<file path="src/rtl/serial_tx_pkg.sv">
package serial_tx_pkg;
  typedef enum logic [1:0] {
    PAR_NONE = 2'b00,
    PAR_EVEN = 2'b01,
    PAR_ODD  = 2'b10,
    PAR_OFF  = 2'b11
  } par_mode_e;

  typedef enum logic [2:0] {
    ST_IDLE  = 3'd0,
    ST_START = 3'd1,
    ST_DATA  = 3'd2,
    ST_PAR   = 3'd3,
    ST_STOP  = 3'd4
  } tx_state_e;
endpackage

</file>
<file path="src/rtl/rst_sync.sv">
module rst_sync (
  input  logic clk,
  input  logic rst_ni,
  output logic rst_no
);
  logic [1:0] sync_q;

  always_ff @(posedge clk or negedge rst_ni) begin
    if (!rst_ni) sync_q <= 2'b00;
    else         sync_q <= {sync_q[0], 1'b1};
  end

  assign rst_no = sync_q[1];
endmodule

</file>
<file path="src/rtl/tx_fifo.sv">
module tx_fifo #(
  parameter int DW    = 8,
  parameter int DEPTH = 4,
  localparam int LW   = $clog2(DEPTH + 1)
) (
  input  logic          clk,
  input  logic          rst_n,
  input  logic          flush,
  input  logic          wr_en,
  input  logic [DW-1:0] wr_data,
  input  logic          rd_en,
  output logic [DW-1:0] rd_data,
  output logic [LW-1:0] level,
  output logic          full,
  output logic          empty,
  output logic          wr_ok
);
  localparam int AW = (DEPTH > 1) ? $clog2(DEPTH) : 1;

  logic [AW-1:0] wp_q, wp_d, rp_q, rp_d;
  logic [LW-1:0] lvl_q, lvl_d;
  logic [DW-1:0] mem_q [DEPTH];
  logic          rd_ok;

  function automatic logic [AW-1:0] bump(input logic [AW-1:0] p);
    if (p == AW'(DEPTH - 1)) return '0;
    return p + 1'b1;
  endfunction

  assign full  = (lvl_q == LW'(DEPTH));
  assign empty = (lvl_q == '0);
  assign wr_ok = wr_en & ~flush & ~full;
  assign rd_ok = rd_en & ~flush & ~empty;

  always_comb begin
    wp_d  = wp_q;
    rp_d  = rp_q;
    lvl_d = lvl_q;
    if (flush) begin
      wp_d  = '0;
      rp_d  = '0;
      lvl_d = '0;
    end else begin
      if (wr_ok) wp_d = bump(wp_q);
      if (rd_ok) rp_d = bump(rp_q);
      lvl_d = lvl_q + LW'(wr_ok) - LW'(rd_ok);
    end
  end

  always_ff @(posedge clk or negedge rst_n) begin
    if (!rst_n) begin
      wp_q  <= '0;
      rp_q  <= '0;
      lvl_q <= '0;
    end else begin
      wp_q  <= wp_d;
      rp_q  <= rp_d;
      lvl_q <= lvl_d;
    end
  end

  always_ff @(posedge clk) begin
    if (wr_ok) mem_q[wp_q] <= wr_data;
  end

  assign rd_data = mem_q[rp_q];
  assign level   = lvl_q;

  p_level_bound_r9: assert property (@(posedge clk) disable iff (!rst_n)
    lvl_q <= LW'(DEPTH));
  p_full_drop_r9: assert property (@(posedge clk) disable iff (!rst_n)
    full && wr_en && !rd_en && !flush |=> $stable(lvl_q));
  p_same_cycle_r10: assert property (@(posedge clk) disable iff (!rst_n)
    wr_ok && rd_ok |=> $stable(lvl_q));
  p_flush_r5: assert property (@(posedge clk) disable iff (!rst_n)
    flush |=> empty);
endmodule

</file>
<file path="src/rtl/tx_shifter.sv">
module tx_shifter
  import serial_tx_pkg::*;
#(
  parameter int DW  = 8,
  parameter int OVS = 16
) (
  input  logic          clk,
  input  logic          rst_n,
  input  logic          enable,
  input  logic          tick,
  input  logic [1:0]    par_mode,
  input  logic          have_data,
  input  logic [DW-1:0] data,
  output logic          pop,
  output logic          line,
  output logic          idle
);
  localparam int CW = (OVS > 1) ? $clog2(OVS) : 1;
  localparam int BW = (DW > 1) ? $clog2(DW) : 1;

  tx_state_e     st_q, st_d;
  logic [CW-1:0] cnt_q, cnt_d;
  logic [BW-1:0] bit_q, bit_d;
  logic [DW-1:0] sh_q, sh_d;
  logic          par_q, par_d, paren_q, paren_d;
  logic          bit_end, load;

  assign bit_end = tick && (cnt_q == CW'(OVS - 1));

  always_comb begin
    st_d    = st_q;
    cnt_d   = cnt_q;
    bit_d   = bit_q;
    sh_d    = sh_q;
    par_d   = par_q;
    paren_d = paren_q;
    load    = 1'b0;

    if (st_q != ST_IDLE && tick) cnt_d = bit_end ? '0 : cnt_q + 1'b1;

    unique case (st_q)
      ST_IDLE:  load = have_data;
      ST_START: if (bit_end) begin
                  st_d  = ST_DATA;
                  bit_d = '0;
                end
      ST_DATA:  if (bit_end) begin
                  sh_d = sh_q >> 1;
                  if (bit_q == BW'(DW - 1)) st_d = paren_q ? ST_PAR : ST_STOP;
                  else                      bit_d = bit_q + 1'b1;
                end
      ST_PAR:   if (bit_end) st_d = ST_STOP;
      ST_STOP:  if (bit_end) begin
                  if (have_data) load = 1'b1;
                  else           st_d = ST_IDLE;
                end
      default:  st_d = ST_IDLE;
    endcase

    if (load) begin
      st_d    = ST_START;
      cnt_d   = '0;
      sh_d    = data;
      paren_d = (par_mode == PAR_EVEN) || (par_mode == PAR_ODD);
      par_d   = (par_mode == PAR_ODD) ? ~^data : ^data;
    end

    if (!enable) begin
      st_d  = ST_IDLE;
      cnt_d = '0;
      load  = 1'b0;
    end
  end

  always_ff @(posedge clk or negedge rst_n) begin
    if (!rst_n) begin
      st_q    <= ST_IDLE;
      cnt_q   <= '0;
      bit_q   <= '0;
      sh_q    <= '0;
      par_q   <= 1'b0;
      paren_q <= 1'b0;
    end else begin
      st_q    <= st_d;
      cnt_q   <= cnt_d;
      bit_q   <= bit_d;
      sh_q    <= sh_d;
      par_q   <= par_d;
      paren_q <= paren_d;
    end
  end

  always_comb begin
    unique case (st_q)
      ST_START: line = 1'b0;
      ST_DATA:  line = sh_q[0];
      ST_PAR:   line = par_q;
      default:  line = 1'b1;
    endcase
  end

  assign pop  = load;
  assign idle = (st_q == ST_IDLE);

  p_abort_r5: assert property (@(posedge clk) disable iff (!rst_n)
    !enable |=> idle);
  p_load_r3: assert property (@(posedge clk) disable iff (!rst_n)
    pop |=> (st_q == ST_START) && (cnt_q == '0) && !line);
  p_tick_gate_r3: assert property (@(posedge clk) disable iff (!rst_n)
    enable && !tick && !idle && !pop |=> $stable(cnt_q) && $stable(st_q));
endmodule

</file>
<file path="src/rtl/tx_pin_mux.sv">
module tx_pin_mux (
  input  logic enable,
  input  logic port_oe,
  input  logic port_dat,
  input  logic line,
  output logic txd,
  output logic txd_oe
);
  always_comb begin
    if (enable) begin
      txd    = line;
      txd_oe = 1'b1;
    end else begin
      txd    = port_dat;
      txd_oe = port_oe;
    end
  end
endmodule

</file>
<file path="src/rtl/serial_tx_port.sv">
module serial_tx_port #(
  parameter int DW    = 8,
  parameter int DEPTH = 4,
  parameter int OVS   = 16,
  localparam int LW   = $clog2(DEPTH + 1)
) (
  input  logic          clk,
  input  logic          rst_n,
  input  logic          baud_tick,
  input  logic          tx_en,
  input  logic          port_oe,
  input  logic          port_dat,
  input  logic [1:0]    par_mode,
  input  logic          wr_valid,
  input  logic [DW-1:0] wr_data,
  input  logic [LW-1:0] empty_thresh,
  output logic          txd_o,
  output logic          txd_oe,
  output logic [LW-1:0] fifo_level,
  output logic          fifo_full,
  output logic          fifo_low,
  output logic          tx_end
);
  logic          rst_s_n;
  logic [DW-1:0] head;
  logic          empty, pop, line, idle, wr_ok;
  logic          low_q, low_d;

  rst_sync u_rst (
    .clk    (clk),
    .rst_ni (rst_n),
    .rst_no (rst_s_n)
  );

  tx_fifo #(.DW(DW), .DEPTH(DEPTH)) u_fifo (
    .clk     (clk),
    .rst_n   (rst_s_n),
    .flush   (~tx_en),
    .wr_en   (wr_valid),
    .wr_data (wr_data),
    .rd_en   (pop),
    .rd_data (head),
    .level   (fifo_level),
    .full    (fifo_full),
    .empty   (empty),
    .wr_ok   (wr_ok)
  );

  tx_shifter #(.DW(DW), .OVS(OVS)) u_shift (
    .clk       (clk),
    .rst_n     (rst_s_n),
    .enable    (tx_en),
    .tick      (baud_tick),
    .par_mode  (par_mode),
    .have_data (~empty),
    .data      (head),
    .pop       (pop),
    .line      (line),
    .idle      (idle)
  );

  tx_pin_mux u_mux (
    .enable   (tx_en),
    .port_oe  (port_oe),
    .port_dat (port_dat),
    .line     (line),
    .txd      (txd_o),
    .txd_oe   (txd_oe)
  );

  always_comb begin
    low_d = low_q;
    if (wr_ok)                          low_d = 1'b0;
    else if (fifo_level <= empty_thresh) low_d = 1'b1;
  end

  always_ff @(posedge clk or negedge rst_s_n) begin
    if (!rst_s_n) low_q <= 1'b1;
    else          low_q <= low_d;
  end

  assign fifo_low = low_q;
  assign tx_end   = idle & empty;

  p_fall_flush_r5: assert property (@(posedge clk) disable iff (!rst_s_n)
    $fell(tx_en) |=> (fifo_level == '0) && tx_end);
  p_low_clear_r12: assert property (@(posedge clk) disable iff (!rst_s_n)
    wr_valid && tx_en && !fifo_full |=> !fifo_low);
  p_break_r6: assert property (@(posedge clk) disable iff (!rst_s_n)
    !tx_en && port_oe && !port_dat |-> txd_oe && !txd_o);
  p_idle_mark_r2: assert property (@(posedge clk) disable iff (!rst_s_n)
    tx_en && tx_end |-> txd_o && txd_oe);
endmodule

</file>
<file path="config.mk">
export PLATFORM = sky130hd
export DESIGN_NAME = serial_tx_port
export DESIGN_NICKNAME = d
export VERILOG_FILES = /design/src/rtl/serial_tx_pkg.sv /design/src/rtl/rst_sync.sv /design/src/rtl/tx_fifo.sv /design/src/rtl/tx_shifter.sv /design/src/rtl/tx_pin_mux.sv /design/src/rtl/serial_tx_port.sv
export SDC_FILE = /design/constraint.sdc
export NUM_CORES = 1
export LEC_CHECK = 0
export BUFFER_PORTS_ARGS = -buffer_cell sky130_fd_sc_hd__buf_2
export CAP_MARGIN = 20
export CORE_MARGIN = 1
export CORE_UTILIZATION = 55
export DETAILED_ROUTE_END_ITERATION = 12
export PLACE_DENSITY = 0.75
export SLEW_MARGIN = 30
export SYNTH_ARGS = -nofsm -noshare
export SYNTH_HDL_FRONTEND = slang
export SYNTH_SLANG_ARGS = --single-unit
</file>
<file path="constraint.sdc">
create_clock -name clk -period 1.5 [get_ports clk]
set_input_delay 0.45 -clock clk [delete_from_list [all_inputs] [get_ports clk]]
set_output_delay 0.45 -clock clk [all_outputs]
set_load 0.005 [all_outputs]
</file>
==> results of run 1 <==
## routing by layer
| metal | vias to the layer above | routed length [um] | track usage (%) | part of all wire (%) |
|---|---|---|---|---|
| met5 | - | 0 | 0 | 0 |
| met4 | 0 | 256 | 12.35 | 3.6 |
| met3 | 29 | 231 | 5.087 | 3.2 |
| met2 | 62 | 3875 | 41.34 | 54 |
| met1 | 1059 | 2835 | 27.97 | 39 |
| li1 | 993 | - | - | - |
## report_power, final
part           internal, mW  switching [mW]  total, mW
clock                 0.923           0.677       1.60
sequential             2.08           0.170       2.25
combinational          1.41            1.22       2.63
total                  4.41            2.07       6.48
## critical path, stage by stage, from the launching register on
cell	delay [ps]
sky130_fd_sc_hd__dfrtp_1	390
sky130_fd_sc_hd__or3_4	400
sky130_fd_sc_hd__and3_4	180
sky130_fd_sc_hd__and2_4	140
sky130_fd_sc_hd__ha_4	220
sky130_fd_sc_hd__inv_4	60
sky130_fd_sc_hd__ha_4	120
sky130_fd_sc_hd__inv_2	30
sky130_fd_sc_hd__fa_2	330
sky130_fd_sc_hd__xnor2_1	120
sky130_fd_sc_hd__and2_1	130
## Yosys cell counts, types with 3 or more instances
cell                       instances  area share [%]
sky130_fd_sc_hd__a21boi_0          3            0.76
sky130_fd_sc_hd__mux2i_1           9             3.1
sky130_fd_sc_hd__nor2_1           15             1.9
sky130_fd_sc_hd__inv_1            15             1.9
sky130_fd_sc_hd__nand3_1           4            0.68
sky130_fd_sc_hd__ha_1             14             5.9
sky130_fd_sc_hd__nand2_1          23             2.9
sky130_fd_sc_hd__clkbuf_1          5            0.64
sky130_fd_sc_hd__a21oi_1           7             1.2
sky130_fd_sc_hd__mux4_1            4             3.6
sky130_fd_sc_hd__dfrtp_1          29              25
sky130_fd_sc_hd__o21ai_0          17             2.9
sky130_fd_sc_hd__and2_1            8             1.7
sky130_fd_sc_hd__edfxtp_1         32              33
sky130_fd_sc_hd__mux4_2            4             3.1
sky130_fd_sc_hd__xnor2_1           7             2.1
## cells in the final DEF (no fill, tap or decap), types with 5 or more instances in the layout
cell type / instances
sky130_fd_sc_hd__mux4_2: 6
sky130_fd_sc_hd__and2_4: 6
sky130_fd_sc_hd__clkbuf_8: 9
sky130_fd_sc_hd__buf_2: 26
sky130_fd_sc_hd__buf_6: 16
sky130_fd_sc_hd__buf_4: 37
sky130_fd_sc_hd__xnor2_1: 5
sky130_fd_sc_hd__o21ai_1: 13
sky130_fd_sc_hd__dfrtp_1: 28
sky130_fd_sc_hd__ha_1: 8
sky130_fd_sc_hd__edfxtp_1: 32
sky130_fd_sc_hd__nor2_1: 11
sky130_fd_sc_hd__a21oi_1: 5
sky130_fd_sc_hd__inv_1: 13
sky130_fd_sc_hd__nand2_1: 19
sky130_fd_sc_hd__mux2i_1: 8
## cell families after synthesis
kind of cell | Yosys count | share of synthesized area, %
AO/OA/AOI/OAI | 36 | 7.310
flip-flops | 62 | 58.18
AND/OR/NAND/NOR | 66 | 10.71
XOR/XNOR | 10 | 3.698
adder cells (fa/ha/maj) | 15 | 6.630
multiplexers | 18 | 10.07
other | 1 | 0.1274
buffers and inverters | 23 | 3.272
## how the worst max path moves through the flow
stage	startpoint	end	cells after the start
after floorplan	u_shift.cnt_q[0]	u_fifo.level[2]	13
after CTS	u_shift.cnt_q[1]	u_fifo.level[2]	12
after detailed placement	u_shift.cnt_q[1]	u_fifo.level[2]	12
final	u_fifo.level[0]	u_fifo.level[2]	10
after global placement	u_shift.cnt_q[1]	u_fifo.level[2]	12
after global routing	u_shift.cnt_q[0]	u_fifo.level[2]	12
## layout make-up
class                   instances  area (um2)  area share (%)
clock inverters                 7       88.84           2.161
inverters                      15       58.81           1.430
repair buffers                 81       613.1           14.91
clock buffers                   9       123.9           3.013
multi-input cells             146        1425           34.66
flip-flops and latches         62        1714           41.69
well taps                      70       87.58           2.130
## flip-flops by register name (all words and copies together), names as in the netlist, 3 cells and up
signal and flops:
u_shift.cnt_q 4, u_fifo.level 3, u_fifo.mem_q 32, u_shift.sh_q 8
u_shift.bit_q 3, u_shift.st_q 3
## repair_timing
item	4_1_cts	5_1_grt
gates resized for setup	54	44
endpoints found under the setup margin	58	59
hold buffers	1	0
endpoints found under the hold margin	2	0
setup buffers	7	16
pin swaps	24	16
==> out/summary.md, run 1 <==
* finished, violations left — run status
* setup timing — failing checks
* 0.005140 mm2 — Placeable Area
* 75.17 um — overall die height
* 350 — net count of the finished layout
* 0.003438 mm2 — Post-DP Area
* 12.74 um2 — per-instance average area after synthesis
* 231 — synthesized instance count
* 64.00% — relative slew slack
* 62 — TritonCTS sink count
* -720 ps — slack of the worst reg-to-reg path
* 450.2 MHz — maximum clock rate
* sky130_fd_sc_hd__edfxtp_1 — main flop type after synthesis
* 2450 ps — CP arrival
* 0 — count of endpoints failing hold in the final timing report
* 4 — first-pass iteration count of the detailed router
* 0 — YS warnings
* 0 — max capacitance violation total
* 26 — FP Rows
* 0.002944 mm2 — Cell Area, Synth
* 0 — initial antenna violation count
* -9233 ps — sum of negative setup slack
* 1730 ps — Worst Path Required
* 0.005650 mm2 — total die area
* 48.39% — share of flip-flops with an asynchronous set or reset
* 350 ps — Clock Latency Late Sink
* 7198 um — drt total wl
* 2221 ps — time the worst path needs with I/O delays and setup
* yes — setup repair after global routing missed its margin
* 1.679 nW — leakage power figure
* flop — startpoint class of the critical path
* -721.4 ps — Final WS setup
* 1575 mW/mm2 — power per cell area
* 0 — antenna diode instance count
* flop — sort of element at the end of the critical path
* 62 — count of endpoints failing setup in the final report
* 0.7657 — placer congestion estimate
* 0 — aggregate global routing overflow
* 28 — pin count of the biggest net entering global routing
* 0 — final slew viol count
* 75.17 um — horizontal die dimension
* 62 — synthesis-stage register bit count
* 28 — # IOs
* 266 — net count of the mapped netlist
* 23.80% — Global Route Usage Sum
* 9439 um — wire length of the first global-routing pass
* 356 — number of placed cells counting well taps
* u_fifo.level[0] — worst r2r src
* 2 — buffer levels on the longest clock path
* 57.28% — initial core utilization
* 27 — number of buffer cells added on primary ports
* 32 — count of flip-flops with a built-in enable after synthesis
* 79.99% — utilization after layout
* sky130_fd_sc_hd__clkbuf_8 — CTS Root Cell
* 58.18% — sequential element share of the synthesized area
* 3 — H-tree levels
* 5.495 — vias per cell
* 2143 — total via count in the routed design
* 2005 — number of global-route vias before repair
* flop to flop — critical setup path kind
* 6.476 mW — post-route total power
* -764.4 ps — Post-Place Worst Slack
* 538.1 ps — slew at the pin closest to its max-slew limit
* 48.75% — share of final-layout standard cells stronger than drive strength 1
* 15.61 ps — clock skew after layout
* 39.65% — signed area change from the synthesized netlist to the final layout
* 70 ps — Clock Pin Slew Worst Setup and Hold Paths
* 10 — worst reg-to-reg path cell count
* 46 — post-synthesis cell type count
* 148.1% — Period Utilization, post-route
* u_fifo.level[2] — RR Endpoint
* 390 — Non-Filler Instances
* 191.6 ps — Hold WS
* 0 — DRC violation count after routing
* 1045 uV — Max VDD drop
* flop to asynchronous set/reset pin — class of the worst hold path
* 3846 um — HPWL reported at the end of detailed placement
* 290 — count of filler cells inserted in the layout
* 2 — maximum fanout count along the critical path
* 0.004111 mm2 — final non-filler cell area
* yes — CTS tree
* 132 — number of DRC violations after detailed-routing iteration 0
* 18.46 um — WL per Instance
* 0 — Final ANT Viol Nets
* 9 — cts bufs inserted
Note: power is estimated with default switching activity, not from simulation.
==> run 2: changes to the inputs <==
--- a/config.mk
+++ b/config.mk
@@ -10,6 +10,7 @@
 export CORE_MARGIN = 1
 export CORE_UTILIZATION = 55
 export DETAILED_ROUTE_END_ITERATION = 12
+export MAX_ROUTING_LAYER = met4
 export PLACE_DENSITY = 0.75
 export SLEW_MARGIN = 30
 export SYNTH_ARGS = -nofsm -noshare
==> run 2 against run 1 <==
The flow still finishes with violations (setup timing). Sequential share of layout area grew 0.14 points. Critical path depth grew 2. Flip-flop and latch count is the same. Final area decreased by 0.33%. Routed wire length grew 3.8%. Worst hold slack is essentially flat. Largest cell class unchanged.
==> out/summary.md, run 2 (same netlist as run 1, synthesis figures left out) <==
* 24.60% — Global Route Usage Sum, +0.80 points
* 2006 — number of global-route vias before repair, +0.050%
* 192.0 ps — Hold WS, +0.4320 ps
* 1.673 nW — leakage power figure, -0.40%
* 28 — # IOs, unchanged
* 79.72% — utilization after layout, -0.27 points
* 2189 — total via count in the routed design, +2.1%
* 27 — number of buffer cells added on primary ports, unchanged
* 19.20 um — WL per Instance, +4.0%
* -764.4 ps — Post-Place Worst Slack, unchanged
* 2 — buffer levels on the longest clock path, unchanged
* 0 — initial antenna violation count, unchanged
* 2 — maximum fanout count along the critical path, unchanged
* 0 — final slew viol count, unchanged
* 297 — count of filler cells inserted in the layout, +2.4%
* 0.005650 mm2 — total die area, unchanged
* 65.52% — relative slew slack, +1.5 points
* 438.1 MHz — maximum clock rate, -2.7%
* 349 — net count of the finished layout, -0.29%
* 2510 ps — CP arrival, +60 ps
* finished, violations left — run status
* 62 — count of endpoints failing setup in the final report, unchanged
* 3 — H-tree levels, unchanged
* 515.3 ps — slew at the pin closest to its max-slew limit, -22.77 ps
* 5.627 — vias per cell, +2.4%
* 9453 um — wire length of the first global-routing pass, +0.15%
* 0 — aggregate global routing overflow, unchanged
* 152.2% — Period Utilization, post-route, +4.1 points
* 0 — DRC violation count after routing, unchanged
* 0 — antenna diode instance count, unchanged
* flop to asynchronous set/reset pin — class of the worst hold path
* yes — setup repair after global routing missed its margin
* -9247 ps — sum of negative setup slack, -13.57 ps
* 350 ps — Clock Latency Late Sink, about the same
* 21.77 ps — clock skew after layout, +6.156 ps
* 28 — pin count of the biggest net entering global routing, unchanged
* sky130_fd_sc_hd__clkbuf_8 — CTS Root Cell
* 2283 ps — time the worst path needs with I/O delays and setup, +61.38 ps
* yes — CTS tree
* 0 — Final ANT Viol Nets, unchanged
* 57.28% — initial core utilization, unchanged
* 0.005140 mm2 — Placeable Area, unchanged
* 39.18% — signed area change from the synthesized netlist to the final layout
* 26 — FP Rows, unchanged
* 32 — max reg flops, unchanged
* 75.17 um — horizontal die dimension, unchanged
* 175 — number of DRC violations after detailed-routing iteration 0, +33%
* 37 x sky130_fd_sc_hd__buf_4, 32 x sky130_fd_sc_hd__edfxtp_1, 28 x sky130_fd_sc_hd__dfrtp_1 — most frequent cells in the layout
* sky130_fd_sc_hd__buf_4 — most common library cell in the layout ignoring fill and taps
* 1589 mW/mm2 — power per cell area, +0.90%
* 0 — max capacitance violation total, unchanged
* flop to flop — critical setup path kind
* 9 — cts bufs inserted, unchanged
* 3846 um — HPWL reported at the end of detailed placement, unchanged
* 0 — count of endpoints failing hold in the final timing report, unchanged
* 70 ps — Clock Pin Slew Worst Setup and Hold Paths, about the same
* u_fifo.mem_q: 32 flops, u_shift.sh_q: 8 flops, u_shift.cnt_q: 4 flops — largest registers
* -782.7 ps — Final WS setup, -61.38 ps
* 1730 ps — Worst Path Required, about the same
* 1011 uV — Max VDD drop, -3.2%
* 75.17 um — overall die height, unchanged
* flop — sort of element at the end of the critical path
* flop — startpoint class of the critical path
* setup timing — failing checks
* 0.7759 — placer congestion estimate, +1.3%
* 4 — first-pass iteration count of the detailed router, unchanged
* 62 — TritonCTS sink count, unchanged
* 7470 um — drt total wl, +3.8%
* 48.28% — share of final-layout standard cells stronger than drive strength 1, -0.47 points
* u_fifo.mem_q — largest reg by FF count
-- run 2: changes by cell type in the layout (fill, tap and decap cells not counted) --
cell | before | now
sky130_fd_sc_hd__buf_6 | 16 | 15
sky130_fd_sc_hd__nand2_1 | 19 | 20
sky130_fd_sc_hd__nand2_2 | 3 | 2
-- run 2: cell type report --
cell class                 instances  area, um2  share of cell area (%)
clock buffer                       9      123.9                   3.023
inverter                          15      58.81                   1.435
clock inverter                     7      88.84                   2.168
timing repair buffer              80      601.8                   14.69
sequential                        62       1714                   41.83
tap                               70      87.58                   2.137
multi-input combinational        146       1423                   34.72
-- run 2: worst max-delay path: stages (launching register included) --
cell and delay (ps):
sky130_fd_sc_hd__dfrtp_1 390, sky130_fd_sc_hd__ha_2 190, sky130_fd_sc_hd__nand4_1 110, sky130_fd_sc_hd__nand2_1 120, sky130_fd_sc_hd__and3_4 190, sky130_fd_sc_hd__and2_4 160
sky130_fd_sc_hd__ha_4 200, sky130_fd_sc_hd__inv_4 60, sky130_fd_sc_hd__ha_4 110, sky130_fd_sc_hd__inv_2 30, sky130_fd_sc_hd__fa_2 330, sky130_fd_sc_hd__xnor2_1 130
sky130_fd_sc_hd__and2_1 150
-- run 2: worst paths after layout --
kind / cells past startpoint / to / start / slack [ps]
max in group asynchronous: 1 / u_fifo.rp_q[0] / u_rst.sync_q[1] / 920
worst min register to register: 0 / fifo_low / u_rst.sync_q[1] / 190
worst min-delay path: 0 / fifo_low / u_rst.sync_q[1] / 190
worst max-delay path: 12 / u_fifo.level[2] / u_shift.cnt_q[1] / -780
worst max register to register: 12 / u_fifo.level[2] / u_shift.cnt_q[1] / -780
min in group clk: 1 / u_fifo.mem_q[0][2] / wr_data[2] / 320
-- run 2: per-layer routing --
layer	up-vias	wire length (um)	global-route usage (%)
met1	1102	2801	28.16
li1	989	-	-
met2	68	4067	40.94
met4	0	316	9.877
met5	-	0	-
met3	30	284	7.095
-- run 2: timing repair --
action	in CTS	in global routing
setup buffers	7	13
resized for setup	54	40
setup endpoints to repair	58	59
hold buffers	1	0
pin swaps	24	16
hold endpoints to repair	2	0
-- run 2: through the flow --
stage	cells	area [um2]	total power, mW
3_5_place_dp	356	3438	4.122
2_1_floorplan	231	2999	3.562
4_1_cts	380	3874	5.988
5_1_grt	389	4098	6.810
6_report	389	4098	6.513
3_3_place_gp	356	3438	4.053
-- run 2: power breakdown --
| group | internal (mW) | switching (mW) |
|---|---|---|
| clock network | 0.924 | 0.686 |
| logic | 1.40 | 1.24 |
| registers | 2.08 | 0.177 |
